## src/rtl/spi_hold_pkg.sv

```systemverilog
package spi_hold_pkg;
  typedef enum logic [1:0] {
    HS_IDLE   = 2'd0,
    HS_RUN    = 2'd1,
    HS_FROZEN = 2'd2,
    HS_LOCKED = 2'd3
  } hold_state_e;
endpackage

```

## src/rtl/hold_pin_sync.sv

```systemverilog
module hold_pin_sync #(
  parameter int WIDTH = 4,
  parameter int STAGES = 2,
  parameter logic [WIDTH-1:0] RST_VAL = '0
) (
  input  logic             clk,
  input  logic             rst,
  input  logic [WIDTH-1:0] din,
  output logic [WIDTH-1:0] dout
);
  logic [STAGES-1:0][WIDTH-1:0] chain;

  always_ff @(posedge clk) begin
    if (rst) begin
      for (int k = 0; k < STAGES; k++) chain[k] <= RST_VAL;
    end else begin
      chain[0] <= din;
      for (int k = 1; k < STAGES; k++) chain[k] <= chain[k-1];
    end
  end

  assign dout = chain[STAGES-1];
endmodule

```

## src/rtl/hold_edge_det.sv

```systemverilog
module hold_edge_det #(
  parameter int WIDTH = 1,
  parameter logic [WIDTH-1:0] RST_VAL = '0
) (
  input  logic             clk,
  input  logic             rst,
  input  logic [WIDTH-1:0] lvl,
  output logic [WIDTH-1:0] rise,
  output logic [WIDTH-1:0] fall
);
  logic [WIDTH-1:0] prev;

  always_ff @(posedge clk) begin
    if (rst) prev <= RST_VAL;
    else     prev <= lvl;
  end

  for (genvar g = 0; g < WIDTH; g++) begin : g_bit
    assign rise[g] = lvl[g] & ~prev[g];
    assign fall[g] = ~lvl[g] & prev[g];
  end
endmodule

```

## src/rtl/hold_ctrl.sv

```systemverilog
module hold_ctrl
  import spi_hold_pkg::*;
(
  input  logic clk,
  input  logic rst,
  input  logic cs_n_s,
  input  logic sclk_s,
  input  logic hold_n_s,
  input  logic sclk_rise,
  input  logic sclk_fall,
  output logic shift_en,
  output logic drive_step,
  output logic out_en,
  output logic frozen,
  output logic logic_rst,
  output logic frame_clr
);
  hold_state_e state, nxt;
  logic rst_req;

  always_comb begin
    nxt     = state;
    rst_req = 1'b0;
    unique case (state)
      HS_IDLE:   if (!cs_n_s) nxt = HS_RUN;
      HS_RUN: begin
        if (cs_n_s)                    nxt = HS_IDLE;
        else if (!hold_n_s && !sclk_s) nxt = HS_FROZEN;
      end
      HS_FROZEN: begin
        if (cs_n_s) begin
          nxt     = HS_LOCKED;
          rst_req = 1'b1;
        end else if (hold_n_s && !sclk_s) begin
          nxt = HS_RUN;
        end
      end
      HS_LOCKED: if (cs_n_s && hold_n_s) nxt = HS_IDLE;
      default:   nxt = HS_IDLE;
    endcase
  end

  always_ff @(posedge clk) begin
    if (rst) begin
      state      <= HS_IDLE;
      shift_en   <= 1'b0;
      drive_step <= 1'b0;
      out_en     <= 1'b0;
      frozen     <= 1'b0;
      logic_rst  <= 1'b0;
      frame_clr  <= 1'b1;
    end else begin
      state      <= nxt;
      shift_en   <= (state == HS_RUN) && !cs_n_s && sclk_rise;
      drive_step <= (state == HS_RUN) && !cs_n_s && sclk_fall && hold_n_s;
      out_en     <= (nxt == HS_RUN);
      frozen     <= (nxt == HS_FROZEN);
      logic_rst  <= rst_req;
      frame_clr  <= (nxt == HS_IDLE) || (nxt == HS_LOCKED);
    end
  end

  // no strobes while frozen
  assert_frozen_no_strobe_R7: assert property (@(posedge clk) disable iff (rst)
    frozen |-> (!shift_en && !drive_step && !out_en));
  // hold only entered or kept while selected
  assert_hold_needs_select_R3: assert property (@(posedge clk) disable iff (rst)
    frozen |-> $past(!cs_n_s));
  // entry aligned to a low serial clock
  assert_entry_low_clock_R5: assert property (@(posedge clk) disable iff (rst)
    $rose(frozen) |-> $past(!sclk_s));
  // exit aligned to a low serial clock unless caused by deselect
  assert_exit_low_clock_R6: assert property (@(posedge clk) disable iff (rst)
    ($fell(frozen) && !logic_rst) |-> $past(!sclk_s));
  // reset request is a single pulse
  assert_rst_single_R9: assert property (@(posedge clk) disable iff (rst)
    logic_rst |=> !logic_rst);
endmodule

```

## src/rtl/hold_byte_asm.sv

```systemverilog
module hold_byte_asm #(
  parameter int BYTE_W = 8
) (
  input  logic              clk,
  input  logic              rst,
  input  logic              clr,
  input  logic              shift,
  input  logic              bit_in,
  output logic              valid,
  output logic [BYTE_W-1:0] data
);
  localparam int CNT_W = (BYTE_W > 2) ? $clog2(BYTE_W) : 1;
  localparam logic [CNT_W-1:0] LAST = CNT_W'(BYTE_W - 1);

  logic [CNT_W-1:0]  cnt;
  logic [BYTE_W-1:0] sreg;
  logic [BYTE_W-1:0] sreg_nxt;

  assign sreg_nxt = {sreg[BYTE_W-2:0], bit_in};

  always_ff @(posedge clk) begin
    if (rst) begin
      cnt   <= '0;
      sreg  <= '0;
      valid <= 1'b0;
      data  <= '0;
    end else begin
      valid <= 1'b0;
      if (clr) begin
        cnt <= '0;
      end else if (shift) begin
        sreg <= sreg_nxt;
        if (cnt == LAST) begin
          cnt   <= '0;
          valid <= 1'b1;
          data  <= sreg_nxt;
        end else begin
          cnt <= cnt + CNT_W'(1);
        end
      end
    end
  end

  // a full group of shifts yields a byte strobe
  assert_byte_on_last_R2: assert property (@(posedge clk) disable iff (rst)
    (shift && !clr && cnt == LAST) |=> valid);
  // a byte strobe always follows a shift
  assert_valid_after_shift_R8: assert property (@(posedge clk) disable iff (rst)
    valid |-> $past(shift));
endmodule

```

## src/rtl/spi_hold_gate.sv

```systemverilog
module spi_hold_gate #(
  parameter int SYNC_STAGES = 2,
  parameter int BYTE_W = 8
) (
  input  logic              clk,
  input  logic              rst,
  input  logic              cs_n_i,
  input  logic              sclk_i,
  input  logic              hold_n_i,
  input  logic              mosi_i,
  output logic              shift_en_o,
  output logic              rx_bit_o,
  output logic              drive_step_o,
  output logic              out_en_o,
  output logic              hold_o,
  output logic              logic_rst_o,
  output logic              byte_valid_o,
  output logic [BYTE_W-1:0] byte_o
);
  localparam int PINS = 4;
  localparam logic [PINS-1:0] PIN_IDLE = 4'b0101;

  logic [PINS-1:0] pins_s;
  logic cs_n_s, sclk_s, hold_n_s, mosi_s;
  logic sclk_rise, sclk_fall;
  logic frame_clr;
  logic rx_bit_q;

  hold_pin_sync #(.WIDTH(PINS), .STAGES(SYNC_STAGES), .RST_VAL(PIN_IDLE)) u_sync (
    .clk(clk), .rst(rst),
    .din({mosi_i, hold_n_i, sclk_i, cs_n_i}),
    .dout(pins_s)
  );

  assign cs_n_s   = pins_s[0];
  assign sclk_s   = pins_s[1];
  assign hold_n_s = pins_s[2];
  assign mosi_s   = pins_s[3];

  hold_edge_det #(.WIDTH(1), .RST_VAL(1'b0)) u_edge (
    .clk(clk), .rst(rst), .lvl(sclk_s), .rise(sclk_rise), .fall(sclk_fall)
  );

  hold_ctrl u_ctrl (
    .clk(clk), .rst(rst),
    .cs_n_s(cs_n_s), .sclk_s(sclk_s), .hold_n_s(hold_n_s),
    .sclk_rise(sclk_rise), .sclk_fall(sclk_fall),
    .shift_en(shift_en_o), .drive_step(drive_step_o), .out_en(out_en_o),
    .frozen(hold_o), .logic_rst(logic_rst_o), .frame_clr(frame_clr)
  );

  always_ff @(posedge clk) begin
    if (rst) rx_bit_q <= 1'b0;
    else     rx_bit_q <= mosi_s;
  end
  assign rx_bit_o = rx_bit_q;

  hold_byte_asm #(.BYTE_W(BYTE_W)) u_asm (
    .clk(clk), .rst(rst), .clr(frame_clr), .shift(shift_en_o),
    .bit_in(rx_bit_q), .valid(byte_valid_o), .data(byte_o)
  );

  // the reset request appears only on deselect out of a hold
  assert_rst_from_hold_R9: assert property (@(posedge clk) disable iff (rst)
    logic_rst_o |-> $past(hold_o));
  // a byte is never delivered in the cycle after a reset request
  assert_no_byte_after_rst_R11: assert property (@(posedge clk) disable iff (rst)
    logic_rst_o |=> !byte_valid_o);
endmodule

```

## config.mk

```make
export PLATFORM = sky130hd
export DESIGN_NAME = spi_hold_gate
export DESIGN_NICKNAME = d
export VERILOG_FILES = /design/src/rtl/spi_hold_pkg.sv /design/src/rtl/hold_pin_sync.sv /design/src/rtl/hold_edge_det.sv /design/src/rtl/hold_ctrl.sv /design/src/rtl/hold_byte_asm.sv /design/src/rtl/spi_hold_gate.sv
export SDC_FILE = /design/constraint.sdc
export NUM_CORES = 1
export LEC_CHECK = 0
export BUFFER_PORTS_ARGS = -buffer_cell sky130_fd_sc_hd__buf_2
export CAP_MARGIN = 5
export CORE_MARGIN = 2
export CORE_UTILIZATION = 35
export DETAILED_ROUTE_END_ITERATION = 7
export PLACE_DENSITY = 0.54
export RECOVER_POWER = 100
export SYNTH_ARGS = -nofsm -noshare
export SYNTH_HDL_FRONTEND = slang
export SYNTH_SLANG_ARGS = --single-unit
```

## constraint.sdc

```tcl
create_clock -name clk -period 4.7 [get_ports clk]
set_clock_uncertainty 0.2 [all_clocks]
set_input_delay 0.235 -clock clk [delete_from_list [all_inputs] [get_ports clk]]
set_output_delay 0.235 -clock clk [all_outputs]
set_load 0.1 [all_outputs]
```

==> metrics.log, run 1 <==
INFO  metric status = finished, final reports clean
INFO  metric worstSetupPathType = reg -> out
INFO  metric dieWidth = 65.47 um
INFO  metric area_growth = 17.12%
INFO  metric crit_fanout = 7
INFO  metric clk_transition_reported_paths = 0.06 ns
INFO  metric grt_use_total = 0.1175
INFO  metric routed-via-count = 991
INFO  metric first_iter_violations = 35
INFO  metric postSynthNetCount = 148
INFO  metric worst_slew_margin_rel = 0.06112
INFO  metric finalWeightedCongestion = 0.9027
INFO  metric post_dp_cell_area = 1454 um^2
INFO  metric antenna_found_initial = 0
INFO  metric insertion_delay = 0.29 ns
INFO  metric netlist_instances = 138
INFO  metric fin_worst_setup_slack = 2.602 ns
INFO  metric diodes = 0
INFO  metric critical_path.top_delay_family = buffers and inverters
INFO  metric internal-power = 442.0 uW
INFO  metric routed_wirelength = 2223 um
INFO  metric end_kind = output pin
INFO  metric hold_violation_total_from_the_final_report = 0
INFO  metric synthDominantCellAreaShare = 0.5601
INFO  metric powerDensity = 359.1 nW/um^2
INFO  metric core_footprint = 3633 um^2
INFO  metric yosysTopAreaCell = dfxtp_1
INFO  metric first_global_vias = 853
INFO  metric slowest_cell_on_crit_path = clkbuf_1
INFO  metric drt-wirelength-per-cell = 10.59 um
INFO  metric multi_input_area = 538.0 um^2
INFO  metric drc_errors = 0
INFO  metric hold_class = reg -> reg
INFO  metric most_common_library_cell_in_the_layout_ignoring_fill_and_taps = dfxtp_1
INFO  metric worstMarginPinSlew = 1.408 ns
INFO  metric timing.final.crit_period = 2.098 ns
INFO  metric layout.filler_cells = 397
INFO  metric largest_net_degree_at_the_start_of_global_routing = 38
INFO  metric cts_setup_buffers = 0
INFO  metric combinationalPowerShare = 0.035
INFO  metric vdd_ir_drop_max = 0.1730 mV
INFO  metric rsz0062_at_grt = false
INFO  metric cp_data_required_time = 4.26 ns
INFO  metric clock.fmax = 476.7 MHz
INFO  metric postRouteAntennaNets = 0
INFO  metric die_area = 4286 um^2
INFO  metric tritoncts = built
INFO  metric number_of_maximum_capacitance_constraint_violations = 0
INFO  metric ys_top_cells_by_area = dfxtp_1 (56%), nand2_1 (6.8%), a21oi_1 (5.7%)
INFO  metric final_max_slew_viol_count = 0
INFO  metric io_buffer_count = 20
INFO  metric row_count = 22
INFO  metric drt-vias-per-instance = 4.719
INFO  metric cts.sink_count = 37
INFO  metric globalRoute.totalOverflow = 0
INFO  metric die_h = 65.47 um
INFO  metric global_route_wire_length_before_repair = 3636 um
INFO  metric ioPinCount = 21
INFO  metric tritoncts_buffer_count = 5
INFO  metric drive_above_1_share = 0.09877
INFO  metric critical_path_source_type = register
INFO  metric crit_chain = clkbuf_1
INFO  metric dp_worst_setup_slack = 2.803 ns
INFO  metric clock_power_share = 0.389
INFO  metric cts_hold_buf = 4
INFO  metric static-leakage-power = 0.0005444 uW
INFO  metric cp.arrival = 1.66 ns
INFO  metric synth.lib_cells_used.distinct = 29
INFO  metric yosys_warnings = 0
INFO  metric htree_num_levels = 2
INFO  metric switching_power_share_of_the_total = 0.2054
INFO  metric post_cts_sizing_count = 0
INFO  metric clockRootBuffer = clkbuf_8
INFO  metric sequential_power_share = 0.577
INFO  metric final_period_utilization = 0.4463
INFO  metric syn-mean-instance-area = 9.583 um^2
INFO  metric finalSetupViolations = 0
INFO  metric synth.cell_area = 1323 um^2
INFO  metric setup-tns-final = 0 ns
INFO  metric regArea = 740.7 um^2
INFO  metric total_switching_power = 114.3 uW
INFO  metric synth.yosys.seq_area_share = 0.5601
INFO  metric initial_core_util = 0.3640
INFO  metric timing.critical_path.slowest_cell_delay = 0.89 ns
INFO  metric drt_first_pass_iters = 4
INFO  metric commonest_cells_after_routing_fill_and_taps_aside = dfxtp_1 (37), nand2_1 (24), clkbuf_1 (17)
INFO  metric ys_seq_elements = 37
INFO  metric post_detailed_placement_half_perimeter_wirelength = 1500 um
INFO  metric path_buf_inv = 1
INFO  metric design.final.nets = 172
INFO  metric stdcell_area = 1549 um^2
INFO  metric max-clock-path-buffers = 2
==> per-layer routing <==
layer | routed length [um] | global-route usage | share of wire
met2 | 1002 | 0.1709 | 0.45
met1 | 1026 | 0.1296 | 0.46
met5 | 0 | 0 | 0
met4 | 58 | 0.08594 | 0.026
met3 | 135 | 0.06164 | 0.061
==> stage by stage <==
step,utilization,hold slack [ns],power [uW],instances
floorplan,-,0.1388,341.5,138
global placement,0.4001,0.1920,345.3,199
detailed placement,0.4001,0.1956,345.8,199
CTS,0.4349,0.2110,565.7,210
global route,0.4263,0.2251,581.3,210
finish,0.4263,0.2121,556.3,210
==> layout make-up <==
cell class,count,area share
sequential,37,0.4782
multi-input combinational,93,0.3473
timing repair buffer,24,0.07754
clock buffer,7,0.05573
tap,48,0.03877
inverter,1,0.002423
==> Yosys cell counts, drive strengths merged <==
cell    count
a21oi      15
and4b       1
inv         1
mux2i       3
a311oi      1
clkbuf      3
or2         5
nand3      10
nor4b       1
and3        1
nor3b       1
nor2        3
a31oi       2
buf         4
dfxtp      37
a31o        1
nor4        2
nand2b      1
o21bai      2
nor2b       9
nor3        3
nand2      24
or2b        1
ha          4
nand3b      1
or4b        1
and2b       1
==> registers in the layout, indices dropped and copies added, names as in the netlist <==
name	count
u_ctrl.out_en	1
u_ctrl.logic_rst	1
u_asm.valid	1
u_asm.data	8
u_ctrl.drive_step	1
u_ctrl.shift_en	1
u_ctrl.frame_clr	1
rx_bit_o	1
u_asm.cnt	3
u_edge.prev	1
u_sync.chain	4
u_asm.sreg	7
u_ctrl.frozen	1
u_ctrl.state	2
u_sync.dout	4
==> power groups by stage <==
stage	registers (uW)	clock network (uW)	logic (uW)
6_report	321	216	19.3
3_5_place_dp	328	0	17.9
4_1_cts	321	224	20.3
2_1_floorplan	331	0	10.7
5_1_grt	321	239	21.3
3_3_place_gp	328	0	17.5
==> kinds of logic (layout without fill, tap and decap cells) <==
kind of cell / count (synthesis) / after routing / share of synthesized area
simple gates: 65 / 65 / 0.2640
flops: 37 / 37 / 0.5601
compound gates: 21 / 21 / 0.09082
buf+inv: 8 / 32 / 0.02460
fa+ha+maj: 4 / 4 / 0.03784
mux: 3 / 3 / 0.02271
==> final timing paths <==
check	cells past startpoint	to	slack [ns]	start
min	1	u_sync.dout[2]$_SDFF_PP1_	0.21	u_sync.chain[2]$_SDFF_PP1_
min reg2reg	1	u_sync.dout[2]$_SDFF_PP1_	0.21	u_sync.chain[2]$_SDFF_PP1_
max reg2reg	5	u_ctrl.frame_clr$_SDFF_PP1_	2.76	u_sync.dout[2]$_SDFF_PP1_
max	1	shift_en_o	2.60	u_ctrl.shift_en$_SDFF_PP0_
No activity file was read; power rests on OpenSTA's default activity.
==> inputs of run 2 (changes only) <==
ABC_AREA = 1   (was not set)
PLACE_DENSITY = 0.56   (was 0.54)
clock period = 1.7 ns   (was 4.7 ns; I/O delays follow)
==> run 2 against run 1 <==
  * Global-route usage is 0.99 points higher
  * Combinational power grew to 3.2 times the previous value
  * Register-to-register slack worse by 2.7 ns
  * Area after synthesis is 0.57% higher
  * Cell area is 3.9% higher
  * Routed wire length is 2.3% higher
  * Flip-flop and latch count stayed put
  * Setup slack worse by 2.5 ns
  * First-iteration DRC count is 11% lower
  * Non-clock buffer count is 2 higher
  * Total power grew to 2.8 times the previous value
  * Core utilization is 1.3 points higher
  * Critical path type is now reg -> reg
  * Largest cell class unchanged
==> metrics.log, run 2 <==
INFO  metric worstMarginPinSlew = 0.6732 ns
INFO  metric ys_top_cells_by_area = dfxtp_1 (56%), nand2_1 (7.6%), nor2_1 (7.1%)
INFO  metric insertion_delay = 0.28 ns
INFO  metric worst_slew_margin_rel = 0.5512
INFO  metric number_of_maximum_capacitance_constraint_violations = 0
INFO  metric stdcell_area = 1609 um^2
INFO  metric clk_transition_reported_paths = 0.06 ns
INFO  metric netlist_instances = 160
INFO  metric synth.cell_area = 1330 um^2
INFO  metric postSynthNetCount = 170
INFO  metric status = finished, final reports clean
INFO  metric io_buffer_count = 20
INFO  metric clock.fmax = 619.0 MHz
INFO  metric drt-wirelength-per-cell = 9.595 um
INFO  metric routed-via-count = 1056
INFO  metric cp.arrival = 1.58 ns
INFO  metric syn-mean-instance-area = 8.313 um^2
INFO  metric globalRoute.totalOverflow = 0
INFO  metric synth.yosys.seq_area_share = 0.5569
INFO  metric post_detailed_placement_half_perimeter_wirelength = 1638 um
INFO  metric synthDominantCellAreaShare = 0.5569
INFO  metric static-leakage-power = 0.0007783 uW
INFO  metric end_kind = register
INFO  metric hold_violation_total_from_the_final_report = 0
INFO  metric post_dp_cell_area = 1468 um^2
INFO  metric synth_edf_count = 0
INFO  metric drt_first_pass_iters = 4
INFO  metric synth.lib_cells_used.distinct = 19
INFO  metric final_period_utilization = 0.9503
INFO  metric synth_top_cells_by_count = dfxtp_1 (37), nand2_1 (27), nor2_1 (25), inv_1 (16), nand3_1 (12)
INFO  metric die_area = 4309 um^2
INFO  metric routed_wirelength = 2274 um
INFO  metric core_footprint = 3661 um^2
INFO  metric finalSetupViolations = 0
INFO  metric timing.final.crit_period = 1.616 ns
INFO  metric layout.cells.non_filler = 237
INFO  metric critical_path_source_type = register
INFO  metric diodes = 0
INFO  metric hold_class = reg -> reg
INFO  metric max-clock-path-buffers = 2
INFO  metric yosys_warnings = 0
INFO  metric global_route_wire_length_before_repair = 4119 um
INFO  metric async_flop_share = 0
INFO  metric worstSetupPathType = reg -> reg
INFO  metric hold_path_depth = 2
INFO  metric grt_use_total = 0.1273
INFO  metric first_global_vias = 983
INFO  metric htree_num_levels = 2
INFO  metric postRouteAntennaNets = 0
INFO  metric tritoncts = built
INFO  metric final_max_slew_viol_count = 0
INFO  metric utilization = 0.4395
INFO  metric die_h = 65.65 um
INFO  metric first_iter_violations = 31
INFO  metric dpl.cell_count = 225
INFO  metric hold_ws = 0.2065 ns
INFO  metric powerDensity = 955.9 nW/um^2
INFO  metric commonest_cells_after_routing_fill_and_taps_aside = dfxtp_1 (32), nand2_1 (26), nor2_1 (24)
INFO  metric design.final.nets = 199
INFO  metric most_common_library_cell_in_the_layout_ignoring_fill_and_taps = dfxtp_1
INFO  metric crit_fanout = 4
INFO  metric yosysTopAreaCell = dfxtp_1
INFO  metric layout.filler_cells = 362
INFO  metric dieWidth = 65.65 um
INFO  metric r2r_cells = 7
INFO  metric ys_seq_elements = 37
INFO  metric drc_errors = 0
INFO  metric row_count = 22
INFO  metric vdd_ir_drop_max = 0.4706 mV
INFO  metric cp_data_required_time = 1.67 ns
INFO  metric cts_setup_buffers = 0
INFO  metric tritoncts_buffer_count = 5
INFO  metric drive_above_1_share = 0.2646
INFO  metric initial_core_util = 0.3633
INFO  metric clockRootBuffer = clkbuf_8
INFO  metric synth.most_common_cell = dfxtp_1
INFO  metric area_growth = 20.98%
INFO  metric biggestRegsByFlops = u_asm.data (8), u_asm.sreg (7)
INFO  metric largest_register = u_asm.data
INFO  metric ys_dominant_reg_cell = dfxtp_1
INFO  metric fin_worst_setup_slack = 0.08450 ns
INFO  metric dp_worst_setup_slack = 0.01185 ns
INFO  metric drt-vias-per-instance = 4.456
INFO  metric largest_reg_flops = 8
INFO  metric finalWeightedCongestion = 0.7344
INFO  metric antenna_found_initial = 0
INFO  metric ioPinCount = 21
INFO  metric largest_net_degree_at_the_start_of_global_routing = 19
INFO  metric cts.sink_count = 37
## run 2: cells by family after synthesis
logic type | count (synthesis) | synth area share
simple gates | 82 | 0.2775
flops | 37 | 0.5569
buf+inv | 25 | 0.08277
compound gates | 12 | 0.04516
fa+ha+maj | 4 | 0.03763
## run 2: metrics by stage
| stage | setup TNS (ns) | total power [uW] |
|---|---|---|
| finish | 0 | 1538 |
| detailed placement | 0 | 958.8 |
| floorplan | 0 | 945.6 |
| CTS | 0 | 1566 |
| global placement | 0 | 957.0 |
| global route | -0.008713 | 1622 |
## run 2: worst paths after layout
path,startpoint,to,slack (ns)
setup / recovery,u_ctrl.state[1]$_SDFF_PP0_,u_ctrl.frame_clr$_SDFF_PP1_,0.08
hold / removal,u_sync.chain[3]$_SDFF_PP0_,u_sync.dout[3]$_SDFF_PP0_,0.21
setup reg to reg,u_ctrl.state[1]$_SDFF_PP0_,u_ctrl.frame_clr$_SDFF_PP1_,0.08
hold reg to reg,u_sync.chain[3]$_SDFF_PP0_,u_sync.dout[3]$_SDFF_PP0_,0.21
## run 2: power breakdown
group	internal [uW]	total (uW)	switching (uW)
registers	880	886	6.29
logic	23.0	61.3	38.3
clock network	321	591	270
total	1220	1540	314
## run 2: metal layers
metal | wire length, um | share of wire | track usage
met5 | 0 | 0 | 0
met4 | 31 | 0.014 | 0.06250
met3 | 144 | 0.063 | 0.06164
met2 | 1128 | 0.50 | 0.2197
met1 | 970 | 0.43 | 0.1266
## run 2: area by class of cell
class | count | area [um^2] | area share
flip-flops and latches | 37 | 747.0 | 0.4642
repair buffers | 26 | 152.6 | 0.09487
clock buffers | 7 | 86.33 | 0.05365
well taps | 48 | 60.06 | 0.03733
inverters | 21 | 78.83 | 0.04899
multi-input cells | 98 | 484.2 | 0.3009
## run 2: repair_timing
action	CTS	global route
hold buffers	5	0
endpoints found under the setup margin	1	1
resized for setup	1	9
hold endpoints to repair	5	0
pin swaps	0	1
## run 2: worst max-delay path: stages (launching register included)
cell and delay, ns:
dfxtp_2 0.37, inv_1 0.07, nor2_2 0.11, nand2_1 0.06, nand3_1 0.09, nor2_2 0.06
ha_1 0.29, or2_2 0.26
==> inputs of run 3 (changes only) <==
CELL_PAD_IN_SITES_DETAIL_PLACEMENT = 1   (was not set)
CELL_PAD_IN_SITES_GLOBAL_PLACEMENT = 1   (was not set)
PLACE_DENSITY = 0.71   (was 0.56)
==> run 3 against run 2 <==
  * Routed wire length up 16%
  * Maximum frequency fell by 1.8%
  * First-iteration DRC count increased by 29%
  * Highest routed layer unchanged
==> metrics.log, run 3 (synthesis gave the netlist of run 2 again) <==
INFO  metric row_count = 22
INFO  metric utilization = 0.4484
INFO  metric antenna_found_initial = 0
INFO  metric crit_chain = nor3_1, nor2_4, ha_1, or2_2
INFO  metric most_common_library_cell_in_the_layout_ignoring_fill_and_taps = dfxtp_1
INFO  metric grt_use_total = 0.1368
INFO  metric crit_fanout = 4
INFO  metric stdcell_area = 1642 um^2
INFO  metric total_switching_power = 329.4 uW
INFO  metric final_period_utilization = 0.9682
INFO  metric commonest_cells_after_routing_fill_and_taps_aside = dfxtp_1 (32), nand2_1 (26), nor2_1 (23)
INFO  metric biggestRegsByFlops = u_asm.data (8), u_asm.sreg (7)
INFO  metric critical_path.top_delay_family = simple AND/OR/NAND/NOR gates
INFO  metric max-clock-path-buffers = 2
INFO  metric setup-tns-final = 0 ns
INFO  metric clock.fmax = 607.6 MHz
INFO  metric worstMarginPinSlew = 0.4908 ns
INFO  metric cts.sink_count = 37
INFO  metric setup.reg_to_reg.worst_slack = 0.05 ns
INFO  metric first_global_vias = 1089
INFO  metric static-leakage-power = 0.0008074 uW
INFO  metric diodes = 0
INFO  metric drt-vias-per-instance = 4.494
INFO  metric tritoncts_buffer_count = 5
INFO  metric slowest_cell_on_crit_path = dfxtp_4
INFO  metric drc_errors = 0
INFO  metric htree_num_levels = 2
INFO  metric dieWidth = 65.65 um
INFO  metric final_max_slew_viol_count = 0
INFO  metric regArea = 754.5 um^2
INFO  metric r2r_cells = 4
INFO  metric post_detailed_placement_half_perimeter_wirelength = 1894 um
INFO  metric largest_register = u_asm.data
INFO  metric powerDensity = 926.4 nW/um^2
INFO  metric clockRootBuffer = clkbuf_8
INFO  metric dpl.cell_count = 226
INFO  metric globalRoute.totalOverflow = 0
INFO  metric worstSetupPathType = reg -> reg
INFO  metric combinationalPowerShare = 0.043
INFO  metric routed_wirelength = 2643 um
INFO  metric switching_power_share_of_the_total = 0.2166
INFO  metric worstHoldStart = rst
INFO  metric timing.critical_path.slowest_cell_delay = 0.36 ns
INFO  metric initial_core_util = 0.3633
INFO  metric drt-wirelength-per-cell = 11.06 um
INFO  metric layout.cells.non_filler = 239
INFO  metric critical_path_source_type = register
INFO  metric hold_path_depth = 3
INFO  metric ioPinCount = 21
INFO  metric io_buffer_count = 20
INFO  metric hold_class = in -> reg
INFO  metric largest_reg_flops = 8
INFO  metric sequential_power_share = 0.580
INFO  metric internal-power = 1191 uW
INFO  metric report.power.total = 1521 uW
INFO  metric worst_r2r_startpoint = u_ctrl.state[1]$_SDFF_PP0_
INFO  metric cp.arrival = 1.61 ns
INFO  metric insertion_delay = 0.28 ns
INFO  metric status = finished, final reports clean
INFO  metric worst_hold_path.endpoint = u_ctrl.state[0]$_SDFF_PP0_
INFO  metric core_footprint = 3661 um^2
INFO  metric routed-via-count = 1074
INFO  metric end_kind = register
INFO  metric clk_transition_reported_paths = 0.07 ns
INFO  metric timing.final.crit_period = 1.646 ns
INFO  metric clock_power_share = 0.377
INFO  metric worst_r2r_endpoint = u_ctrl.frame_clr$_SDFF_PP1_
INFO  metric number_of_maximum_capacitance_constraint_violations = 0
INFO  metric die_h = 65.65 um
INFO  metric hold_violation_total_from_the_final_report = 0
INFO  metric finalWeightedCongestion = 0.7546
INFO  metric global_route_wire_length_before_repair = 4429 um
INFO  metric drive_above_1_share = 0.3037
INFO  metric design.final.nets = 200
INFO  metric drt_first_pass_iters = 4
INFO  metric tritoncts = built
INFO  metric layout.filler_cells = 449
INFO  metric first_iter_violations = 40
INFO  metric post_dp_cell_area = 1475 um^2
INFO  metric vdd_ir_drop_max = 0.4665 mV
INFO  metric multi_input_area = 501.7 um^2
INFO  metric cp_data_required_time = 1.67 ns
INFO  metric largest_net_degree_at_the_start_of_global_routing = 19
INFO  metric postRouteAntennaNets = 0
INFO  metric path_buf_inv = 0
INFO  metric area_growth = 23.42%
INFO  metric finalSetupViolations = 0
INFO  metric worst_slew_margin_rel = 0.6751
INFO  metric die_area = 4309 um^2
[run 3: repair_timing]
item | CTS | global route
setup buffers | 0 | 1
endpoints found under the setup margin | 1 | 2
pin swaps | 0 | 1
hold buffers | 4 | 0
endpoints found under the hold margin | 4 | 0
resized for setup | 2 | 14
[run 3: power groups by stage]
| stage | combinational (uW) | clock (uW) | sequential, uW |
|---|---|---|---|
| floorplan | 32.2 | 0 | 913 |
| global placement | 53.4 | 0 | 904 |
| detailed placement | 55.9 | 0 | 905 |
| CTS | 62.9 | 596 | 885 |
| global route | 73.2 | 640 | 883 |
| finish | 65.2 | 573 | 882 |
[run 3: how the worst max path moves through the flow]
| stage | from | endpoint | slack (ns) | depth (start not counted) |
|---|---|---|---|---|
| 6_report | u_ctrl.state[1]$_SDFF_PP0_ | u_ctrl.frame_clr$_SDFF_PP1_ | 0.05 | 4 |
| 5_1_grt | u_sync.dout[0]$_SDFF_PP1_ | u_ctrl.frame_clr$_SDFF_PP1_ | -0.03 | 7 |
| 4_1_cts | u_sync.dout[1]$_SDFF_PP0_ | u_ctrl.frame_clr$_SDFF_PP1_ | 0.02 | 8 |
| 3_5_place_dp | u_ctrl.state[1]$_SDFF_PP0_ | u_ctrl.frame_clr$_SDFF_PP1_ | -0.03 | 7 |
| 3_3_place_gp | u_ctrl.state[1]$_SDFF_PP0_ | u_ctrl.frame_clr$_SDFF_PP1_ | 0.06 | 7 |
| 2_1_floorplan | u_ctrl.state[1]$_SDFF_PP0_ | u_ctrl.frame_clr$_SDFF_PP1_ | 0.10 | 7 |
[run 3: per-stage QoR]
stage | hold WS [ns] | setup WS, ns
detailed placement | 0.07210 | -0.02944
global placement | 0.06642 | 0.05951
finish | 0.003278 | 0.05409
global route | 0.02245 | -0.02867
floorplan | -0.01119 | 0.1047
CTS | 0.01053 | 0.01581
[run 3: area by class of cell]
type                    count  area share
well taps                  48     0.03659
clock buffers               8     0.04878
inverters                  21     0.05031
flip-flops and latches     37      0.4596
repair buffers             27     0.09909
multi-input cells          98      0.3056
[run 3: worst reg2reg max path: stages, from the launching register on]
cell,delay (ns)
dfxtp_4,0.36
nor3_1,0.34
nor2_4,0.07
ha_1,0.28
or2_2,0.28
[run 3: metal layers]
metal | part of all wire | vias to the layer above | GRT usage | wire (um)
met5 | 0 | - | 0 | 0
met4 | 0.022 | 0 | 0.07031 | 57
li1 | - | 554 | - | -
met1 | 0.44 | 494 | 0.1450 | 1169
met3 | 0.049 | 7 | 0.04281 | 129
met2 | 0.49 | 19 | 0.2412 | 1287
